==> src/rtl/alu16_pkg.sv <==
package alu16_pkg;

  typedef enum logic [3:0] {
    OP_ADD  = 4'd0,
    OP_ADC  = 4'd1,
    OP_AND  = 4'd2,
    OP_ASR1 = 4'd3,
    OP_ASRV = 4'd4,
    OP_BSET = 4'd5,
    OP_BCLR = 4'd6,
    OP_BTGL = 4'd7,
    OP_BWRC = 4'd8,
    OP_BWRZ = 4'd9
  } alu_op_e;

  // Packed MSB first: z is bit 4, c is bit 0.
  typedef struct packed {
    logic z;
    logic ov;
    logic n;
    logic dc;
    logic c;
  } flags_t;

  localparam int FLAG_W = 5;

endpackage

==> src/rtl/alu_src_mux.sv <==
module alu_src_mux #(
  parameter int W      = 16,
  parameter int LIT_W  = 10,
  parameter int SLIT_W = 5
) (
  input  logic [1:0]       src_sel,
  input  logic [W-1:0]     b_in,
  input  logic [LIT_W-1:0] lit_in,
  output logic [W-1:0]     b_op
);
  localparam int PAD_S = W - SLIT_W;
  localparam int PAD_L = W - LIT_W;

  always_comb begin
    unique case (src_sel)
      2'd1:    b_op = {{PAD_S{1'b0}}, lit_in[SLIT_W-1:0]};
      2'd2:    b_op = {{PAD_L{1'b0}}, lit_in};
      default: b_op = b_in;
    endcase
  end
endmodule

==> src/rtl/alu_adder.sv <==
module alu_adder #(
  parameter int W = 16
) (
  input  logic [W-1:0] a,
  input  logic [W-1:0] b,
  input  logic         cin,
  output logic [W-1:0] sum,
  output logic         c_out,
  output logic         dc_out,
  output logic         ov_out
);
  logic [W:0] full;
  logic [4:0] low_nib;

  assign full    = {1'b0, a} + {1'b0, b} + {{W{1'b0}}, cin};
  assign low_nib = {1'b0, a[3:0]} + {1'b0, b[3:0]} + {4'b0, cin};
  assign sum     = full[W-1:0];
  assign c_out   = full[W];
  assign dc_out  = low_nib[4];
  assign ov_out  = (a[W-1] == b[W-1]) && (full[W-1] != a[W-1]);
endmodule

==> src/rtl/alu_shifter.sv <==
module alu_shifter #(
  parameter int W    = 16,
  parameter int SH_W = 4
) (
  input  logic [W-1:0]    a,
  input  logic [SH_W-1:0] amt,
  output logic [W-1:0]    asr1,
  output logic            asr1_c,
  output logic [W-1:0]    asrv
);
  logic [W-1:0] stage [0:SH_W];

  assign asr1   = {a[W-1], a[W-1:1]};
  assign asr1_c = a[0];
  assign stage[0] = a;

  // Logarithmic barrel: stage s shifts by 2**s when amount bit s is set.
  for (genvar s = 0; s < SH_W; s++) begin : g_stage
    localparam int D = 1 << s;
    assign stage[s+1] = amt[s] ? {{D{a[W-1]}}, stage[s][W-1:D]} : stage[s];
  end

  assign asrv = stage[SH_W];
endmodule

==> src/rtl/alu_bitops.sv <==
module alu_bitops
  import alu16_pkg::*;
#(
  parameter int W    = 16,
  parameter int SH_W = 4
) (
  input  logic [W-1:0]    a,
  input  logic [SH_W-1:0] idx,
  input  logic [3:0]      op,
  input  logic            c_in,
  input  logic            z_in,
  output logic [W-1:0]    y
);
  for (genvar i = 0; i < W; i++) begin : g_bit
    logic hit;
    assign hit = (idx == SH_W'(i));
    always_comb begin
      y[i] = a[i];
      if (hit) begin
        unique case (op)
          OP_BSET: y[i] = 1'b1;
          OP_BCLR: y[i] = 1'b0;
          OP_BTGL: y[i] = ~a[i];
          OP_BWRC: y[i] = c_in;
          OP_BWRZ: y[i] = z_in;
          default: y[i] = a[i];
        endcase
      end
    end
  end
endmodule

==> src/rtl/alu16_flagsel.sv <==
module alu16_flagsel
  import alu16_pkg::*;
#(
  parameter int W      = 16,
  parameter int LIT_W  = 10,
  parameter int SLIT_W = 5
) (
  input  logic             clk,
  input  logic             rst,
  input  logic             valid_in,
  input  logic [3:0]       op_in,
  input  logic [1:0]       src_sel,
  input  logic [W-1:0]     a_in,
  input  logic [W-1:0]     b_in,
  input  logic [LIT_W-1:0] lit_in,
  output logic [W-1:0]     result_o,
  output logic [4:0]       status_o,
  output logic             valid_out
);
  localparam int SH_W = $clog2(W);

  logic [W-1:0] b_op;
  logic [W-1:0] add_sum, asr1_r, asrv_r, bit_r, res_c, res_q;
  logic         add_c, add_dc, add_ov, asr1_c, cin;
  flags_t       cur, cand, upd, nxt;
  logic         vld_q;

  assign cur = flags_t'(status_o);
  assign cin = (op_in == OP_ADC) ? cur.c : 1'b0;

  alu_src_mux #(.W(W), .LIT_W(LIT_W), .SLIT_W(SLIT_W)) u_src (
    .src_sel (src_sel),
    .b_in    (b_in),
    .lit_in  (lit_in),
    .b_op    (b_op)
  );

  alu_adder #(.W(W)) u_add (
    .a      (a_in),
    .b      (b_op),
    .cin    (cin),
    .sum    (add_sum),
    .c_out  (add_c),
    .dc_out (add_dc),
    .ov_out (add_ov)
  );

  alu_shifter #(.W(W), .SH_W(SH_W)) u_shf (
    .a      (a_in),
    .amt    (b_op[SH_W-1:0]),
    .asr1   (asr1_r),
    .asr1_c (asr1_c),
    .asrv   (asrv_r)
  );

  alu_bitops #(.W(W), .SH_W(SH_W)) u_bit (
    .a    (a_in),
    .idx  (b_op[SH_W-1:0]),
    .op   (op_in),
    .c_in (cur.c),
    .z_in (cur.z),
    .y    (bit_r)
  );

  // Result select and per-operation flag mask.
  always_comb begin
    res_c = a_in;
    upd   = '0;
    cand  = cur;
    unique case (op_in)
      OP_ADD, OP_ADC: begin
        res_c   = add_sum;
        upd     = '1;
        cand.c  = add_c;
        cand.dc = add_dc;
        cand.ov = add_ov;
      end
      OP_AND: begin
        res_c  = a_in & b_op;
        upd.n  = 1'b1;
        upd.z  = 1'b1;
      end
      OP_ASR1: begin
        res_c   = asr1_r;
        upd.c   = 1'b1;
        upd.ov  = 1'b1;
        upd.n   = 1'b1;
        upd.z   = 1'b1;
        cand.c  = asr1_c;
        cand.ov = 1'b0;
      end
      OP_ASRV: begin
        res_c = asrv_r;
        upd.n = 1'b1;
        upd.z = 1'b1;
      end
      OP_BSET, OP_BCLR, OP_BTGL, OP_BWRC, OP_BWRZ: res_c = bit_r;
      default: res_c = a_in;
    endcase
    cand.n = res_c[W-1];
    cand.z = (res_c == '0);
    nxt    = flags_t'((cand & upd) | (cur & ~upd));
  end

  logic [4:0] stat_q;

  always_ff @(posedge clk) begin
    if (rst) begin
      res_q  <= '0;
      stat_q <= '0;
      vld_q  <= 1'b0;
    end else begin
      vld_q <= valid_in;
      if (valid_in) begin
        res_q  <= res_c;
        stat_q <= nxt;
      end
    end
  end

  assign result_o  = res_q;
  assign status_o  = stat_q;
  assign valid_out = vld_q;
endmodule

==> config.mk <==
export PLATFORM = sky130hd
export DESIGN_NAME = alu16_flagsel
export DESIGN_NICKNAME = d
export VERILOG_FILES = /design/src/rtl/alu16_pkg.sv /design/src/rtl/alu_src_mux.sv /design/src/rtl/alu_adder.sv /design/src/rtl/alu_shifter.sv /design/src/rtl/alu_bitops.sv /design/src/rtl/alu16_flagsel.sv
export SDC_FILE = /design/constraint.sdc
export NUM_CORES = 1
export LEC_CHECK = 0
export BUFFER_PORTS_ARGS = -buffer_cell sky130_fd_sc_hd__buf_2
export CAP_MARGIN = 25
export CELL_PAD_IN_SITES_DETAIL_PLACEMENT = 1
export CELL_PAD_IN_SITES_GLOBAL_PLACEMENT = 1
export CORE_MARGIN = 4
export CORE_UTILIZATION = 44
export CTS_CLUSTER_SIZE = 10
export DETAILED_ROUTE_END_ITERATION = 8
export PLACE_DENSITY_LB_ADDON = 0.08
export SKIP_CTS_REPAIR_TIMING = 1
export SYNTH_ARGS = -nofsm -noshare
export SYNTH_HDL_FRONTEND = slang
export SYNTH_SLANG_ARGS = --single-unit
export TNS_END_PERCENT = 30
==> constraint.sdc <==
create_clock -name clk -period 6.3 [get_ports clk]
set_input_delay 0 -clock clk [delete_from_list [all_inputs] [get_ports clk]]
set_output_delay 0 -clock clk [all_outputs]
set_load 0.05 [all_outputs]
; ---- After elaboration in Yosys (flattened, before gate mapping)
; Cells that the tools add are included.
[op_classes]
n_addsub = 4
eq_ne = 28
n_mux = 45
n_bitwise = 21
n_reduce_logical = 8
[ops]
columns = operator, n
row1 = $pmux W1 S5, 16
row2 = $pmux W16 S5, 1
row3 = $mux W15, 4
row4 = $eq A4 B4 Y1 const B, 10
row5 = $eq A4 B3 Y1 const B, 8
row6 = $pmux W16 S2, 1
row7 = $mux W1, 21
row8 = $add A16 B16 Y17, 1
row9 = $add A17 B1 Y17, 1
row10 = $and A16 B16 Y16, 1
row11 = $eq A4 B2 Y1 const B, 4
row12 = $logic_not A16 Y1, 1
row13 = $not A1 Y1, 16
row14 = $and A5 B5 Y5, 2
row15 = $reduce_or A5 Y1, 2
row16 = $eq A4 B1 Y1 const B, 2
row17 = $logic_not A4 Y1, 2
row18 = $add A4 B4 Y5, 1
row19 = $add A5 B1 Y5, 1
row20 = $not A5 Y5, 1
row21 = $or A5 B5 Y5, 1
row22 = $pmux W1 S2, 2
row23 = $reduce_or A3 Y1, 1
row24 = $eq A2 B1 Y1 const B, 1
row25 = other kinds (5), 5
[totals]
reg_bits = 22
in_bits = 51
output_inout_bits = 22

; ---- Logic depth before layout (Yosys ltp)
[depth]
word_depth = 10
ltp_mapped = 18
mapped_depth_nobuf = 16

; ---- By module
; A second synthesis with hierarchy kept.
[hier_totals]
hier_cells = 586
area_unflattened_um2 = 4320.4
[by_module_without_submodules]
columns = module, instances, cells_per_inst, area_each_um2, seq_area_each_um2
row1 = alu16_flagsel, 1, 250, 1858.0, 440.4
row2 = alu_shifter, 1, 127, 902.1, 0.0
row3 = alu_adder, 1, 109, 835.8, 0.0
row4 = alu_bitops, 1, 67, 503.0, 0.0
row5 = alu_src_mux, 1, 33, 221.5, 0.0

; ---- Worst setup path before layout
; Ideal clock, no wire load.
[synth_path]
path_kind = input port to flip-flop
start = input src_sel[0]
end = register (tool-made name)
arrival_time_ps = 3469
required_ps = 6216
path_slack_ps = 2747
path_stages = 17
n_path_buf = 2
cell_sequence = inv_1 ha_1 nand2_1 o21a_1 buf_6 inv_4 buf_2 fa_1 fa_1 a211oi_1 o21ai_0 a311oi_1 nor4_1 o32a_1 and4bb_1 nand4_1 o31ai_2
[synth_lines]
columns = item, line
row1 = start: declaration, alu16_flagsel.sv:12  ; input logic [1:0] src_sel,

==> impl_metrics.prom <==
# TYPE chip_impl_metric gauge
chip_impl_info{name="run_status",value="finished clean"} 1
chip_impl_info{name="worst_setup_path_startpoint",value="src_sel[0]"} 1
chip_impl_metric{name="grt_start_max_net_pins",unit=""} 28
chip_impl_metric{name="post_route_cells_drive_above_1_share",unit="%"} 18.82
chip_impl_metric{name="layout.cell_area.non_filler",unit="mm²"} 0.004069
chip_impl_metric{name="number_of_global_route_vias_before_repair",unit=""} 4370
chip_impl_metric{name="place_hpwl",unit="µm"} 11760
chip_impl_metric{name="clockBufferDepth",unit=""} 2
chip_impl_metric{name="timing_worst_slew_pin_value",unit="ns"} 0.9986
chip_impl_metric{name="synthesis.instances",unit=""} 504
chip_impl_metric{name="die-area",unit="mm²"} 0.009927
chip_impl_metric{name="synth_edf_count",unit=""} 0
chip_impl_metric{name="start_util",unit="%"} 45.19
chip_impl_metric{name="fin_hold_ws",unit="ns"} 0.1157
chip_impl_metric{name="yosysSeqAreaShare",unit="%"} 11.92
chip_impl_metric{name="globalRouteOverflowTotal",unit=""} 0
chip_impl_metric{name="syn-num-nets",unit=""} 575
chip_impl_metric{name="routed_via_density",unit=""} 6.844
chip_impl_metric{name="floorplan.die.width",unit="µm"} 99.64
chip_impl_metric{name="antenna_found_initial",unit=""} 0
chip_impl_metric{name="floorplan.io_pins",unit=""} 73
chip_impl_metric{name="finClkSkew",unit="ns"} 0.001519
chip_impl_info{name="path_class",value="in2reg"} 1
chip_impl_metric{name="timing.final.max_slew_violations",unit=""} 0
chip_impl_metric{name="critical_path_required",unit="ns"} 6.48
chip_impl_metric{name="post_syn_area_per_cell",unit="µm²"} 7.331
chip_impl_info{name="ctsRootBufferMaster",value="clkbuf_8"} 1
chip_impl_metric{name="tns",unit="ns"} 0
chip_impl_metric{name="routed-via-count",unit=""} 4428
chip_impl_metric{name="drt_pre_antenna_iters",unit=""} 6
chip_impl_info{name="start_kind",value="primary input"} 1
chip_impl_metric{name="yosysWarnings",unit=""} 0
chip_impl_metric{name="detail_route.wl_per_cell",unit="µm"} 23.85
chip_impl_metric{name="global_route.usage.total",unit="%"} 30.48
chip_impl_metric{name="final_critical_path_time_including_i_o_delays_and_setup",unit="ns"} 4.696
chip_impl_metric{name="max_freq",unit="MHz"} 212.9
chip_impl_metric{name="synth_async_sr_flop_share",unit="%"} 0
chip_impl_info{name="rsz0062_at_grt",value="no"} 1
chip_impl_metric{name="yosysUniqueCellTypes",unit=""} 75
chip_impl_info{name="layout.cells.most_common",value="buf_2"} 1
chip_impl_info{name="worstHoldStart",value="rst"} 1
chip_impl_metric{name="cts_htree_levels",unit=""} 1
chip_impl_metric{name="post_synth_instance_area",unit="mm²"} 0.003695
chip_impl_info{name="most_frequent_cells_in_the_layout",value="buf_2 (72), nor2_1 (57), mux2i_1 (45)"} 1
chip_impl_metric{name="detail_route.iter0.violations",unit=""} 363
chip_impl_info{name="hold_path_class",value="in2reg"} 1
chip_impl_metric{name="fp-row-count",unit=""} 33
chip_impl_metric{name="period_share",unit="%"} 74.55
chip_impl_metric{name="cellPowerDensity",unit="mW/mm²"} 167.1
chip_impl_metric{name="maximum_fanout_encountered_on_the_critical_timing_path",unit=""} 23
chip_impl_metric{name="final_net_count",unit=""} 615
chip_impl_metric{name="antenna_cells",unit=""} 0
chip_impl_info{name="biggest_area_contributors_in_the_synthesized_netlist",value="mux2i_1 (12%), dfxtp_1 (12%), ha_1 (6.1%)"} 1
chip_impl_metric{name="grt_first_pass_wirelength",unit="µm"} 24190
chip_impl_metric{name="timing.max_cap.violations",unit=""} 0
chip_impl_metric{name="netlist.area_leader.share",unit="%"} 12.19
chip_impl_metric{name="antenna_left",unit=""} 0
chip_impl_metric{name="floorplan.die.height",unit="µm"} 99.64
chip_impl_metric{name="leakagePower",unit="nW"} 1.750
chip_impl_metric{name="rr_worst_depth",unit=""} 11
chip_impl_info{name="timing.critical_path.to_type",value="register"} 1
chip_impl_info{name="tritoncts",value="yes"} 1
chip_impl_metric{name="io_buffers",unit=""} 72
chip_impl_metric{name="timing.final.ws_setup",unit="ns"} 1.604
chip_impl_metric{name="register_to_register_setup_slack",unit="ns"} 2.49
chip_impl_metric{name="max-vdd-ir-drop",unit="mV"} 0.09309
chip_impl_metric{name="fillerInstances",unit=""} 1089
chip_impl_metric{name="route.final.wire_length",unit="µm"} 15430
chip_impl_metric{name="final_hold_viol_count",unit=""} 0
chip_impl_metric{name="ys_seq_elements",unit=""} 22
chip_impl_metric{name="cts_num_sinks",unit=""} 22
chip_impl_info{name="ys_dominant_reg_cell",value="dfxtp_1"} 1
chip_impl_metric{name="place_worst_setup_slack",unit="ns"} 1.514
chip_impl_metric{name="clock_insertion_delay_worst_skew",unit="ns"} 0.26
chip_impl_metric{name="worst-endpoint-arrival",unit="ns"} 4.88
chip_impl_metric{name="drc_errors",unit=""} 0
chip_impl_metric{name="synthToLayoutAreaGrowth",unit="%"} 10.13
chip_impl_info{name="netlist.top_cell.by_area",value="mux2i_1"} 1
chip_impl_metric{name="clk_pin_slew_worst_paths",unit="ns"} 0.08
chip_impl_metric{name="timing.max_slew.rel_slack",unit="%"} 32.91
chip_impl_metric{name="fp.coreArea",unit="mm²"} 0.008175
chip_impl_metric{name="timing.final.setup_violations",unit=""} 0
chip_impl_metric{name="dpl_cell_area",unit="mm²"} 0.004028
chip_impl_metric{name="gpl.final_weighted_congestion",unit=""} 1.051
chip_impl_metric{name="cts_buffers",unit=""} 3
[synth_stat cells (all sizes together) (6+ instances only)]
library cell / number
nand2: 34
a31oi: 6
o31ai: 7
o21a: 8
nor4: 13
o211ai: 8
dfxtp: 22
nand3: 12
nor2: 58
ha: 18
clkbuf: 20
and2: 8
mux2: 7
a311oi: 6
a22oi: 7
a211oi: 13
inv: 10
a21o: 6
o221ai: 6
buf: 20
mux2i: 45
a22o: 6
a32oi: 8
a21oi: 32
o21ai: 37
[worst max-delay path, stage by stage]
cell,delay [ns]
buf_2,0.09
inv_1,0.04
ha_1,0.70
o21a_1,0.86
inv_2,0.42
ha_1,0.48
a211oi_1,0.30
o21ai_0,0.27
a311oi_1,0.61
nor4_1,0.13
o32a_1,0.39
and4bb_1,0.27
nand4_1,0.13
o31ai_2,0.19
[power breakdown]
group          switching (mW)  internal [mW]  leakage (nW)
registers             0.00535          0.149         0.181
logic                   0.292          0.147          1.55
clock network          0.0439         0.0427        0.0216
[how the worst min path moves through the flow]
stage / endpoint / slack, ns / cells past startpoint
finish: valid_out / 0.12 / 2
global route: result_o[12] / 0.14 / 2
CTS: valid_out / 0.12 / 2
detailed placement: valid_out / 0.38 / 2
global placement: valid_out / 0.39 / 2
floorplan: register / 0.19 / 2
[kinds of logic after synthesis]
family	Yosys count	synth area share (%)
compound gates	190	36.84
mux	53	14.93
simple gates	159	20.89
buf+inv	51	6.095
fa+ha+maj	20	7.179
xor+xnor	9	2.133
flops	22	11.92
[cell type report]
class	instances	area, µm²	share of cell area, %
clock buffer	3	41.29	1.015
timing repair buffer	75	382.9	9.410
sequential	22	440.4	10.82
multi-input combinational	431	3029	74.45
inverter	11	43.79	1.076
tap	105	131.4	3.229
[stage by stage]
step / total power [mW] / utilization (%) / cells
detailed placement: 0.5844 / 49.27 / 644
CTS: 0.6719 / 49.77 / 647
global placement: 0.5774 / 49.27 / 644
floorplan: 0.4654 / - / 504
finish: 0.6798 / 49.77 / 647
global route: 0.7212 / 49.77 / 647
[per-layer routing]
| metal | wire length, µm | GRT usage [%] | up-vias |
|---|---|---|---|
| li1 | - | - | 2033 |
| met1 | 6422 | 41.72 | 2118 |
| met2 | 6930 | 48.24 | 230 |
| met3 | 1414 | 5.400 | 47 |
| met4 | 663 | 10.29 | 0 |
| met5 | 0 | 0 | - |
Note: power is estimated with default switching activity, not from simulation.
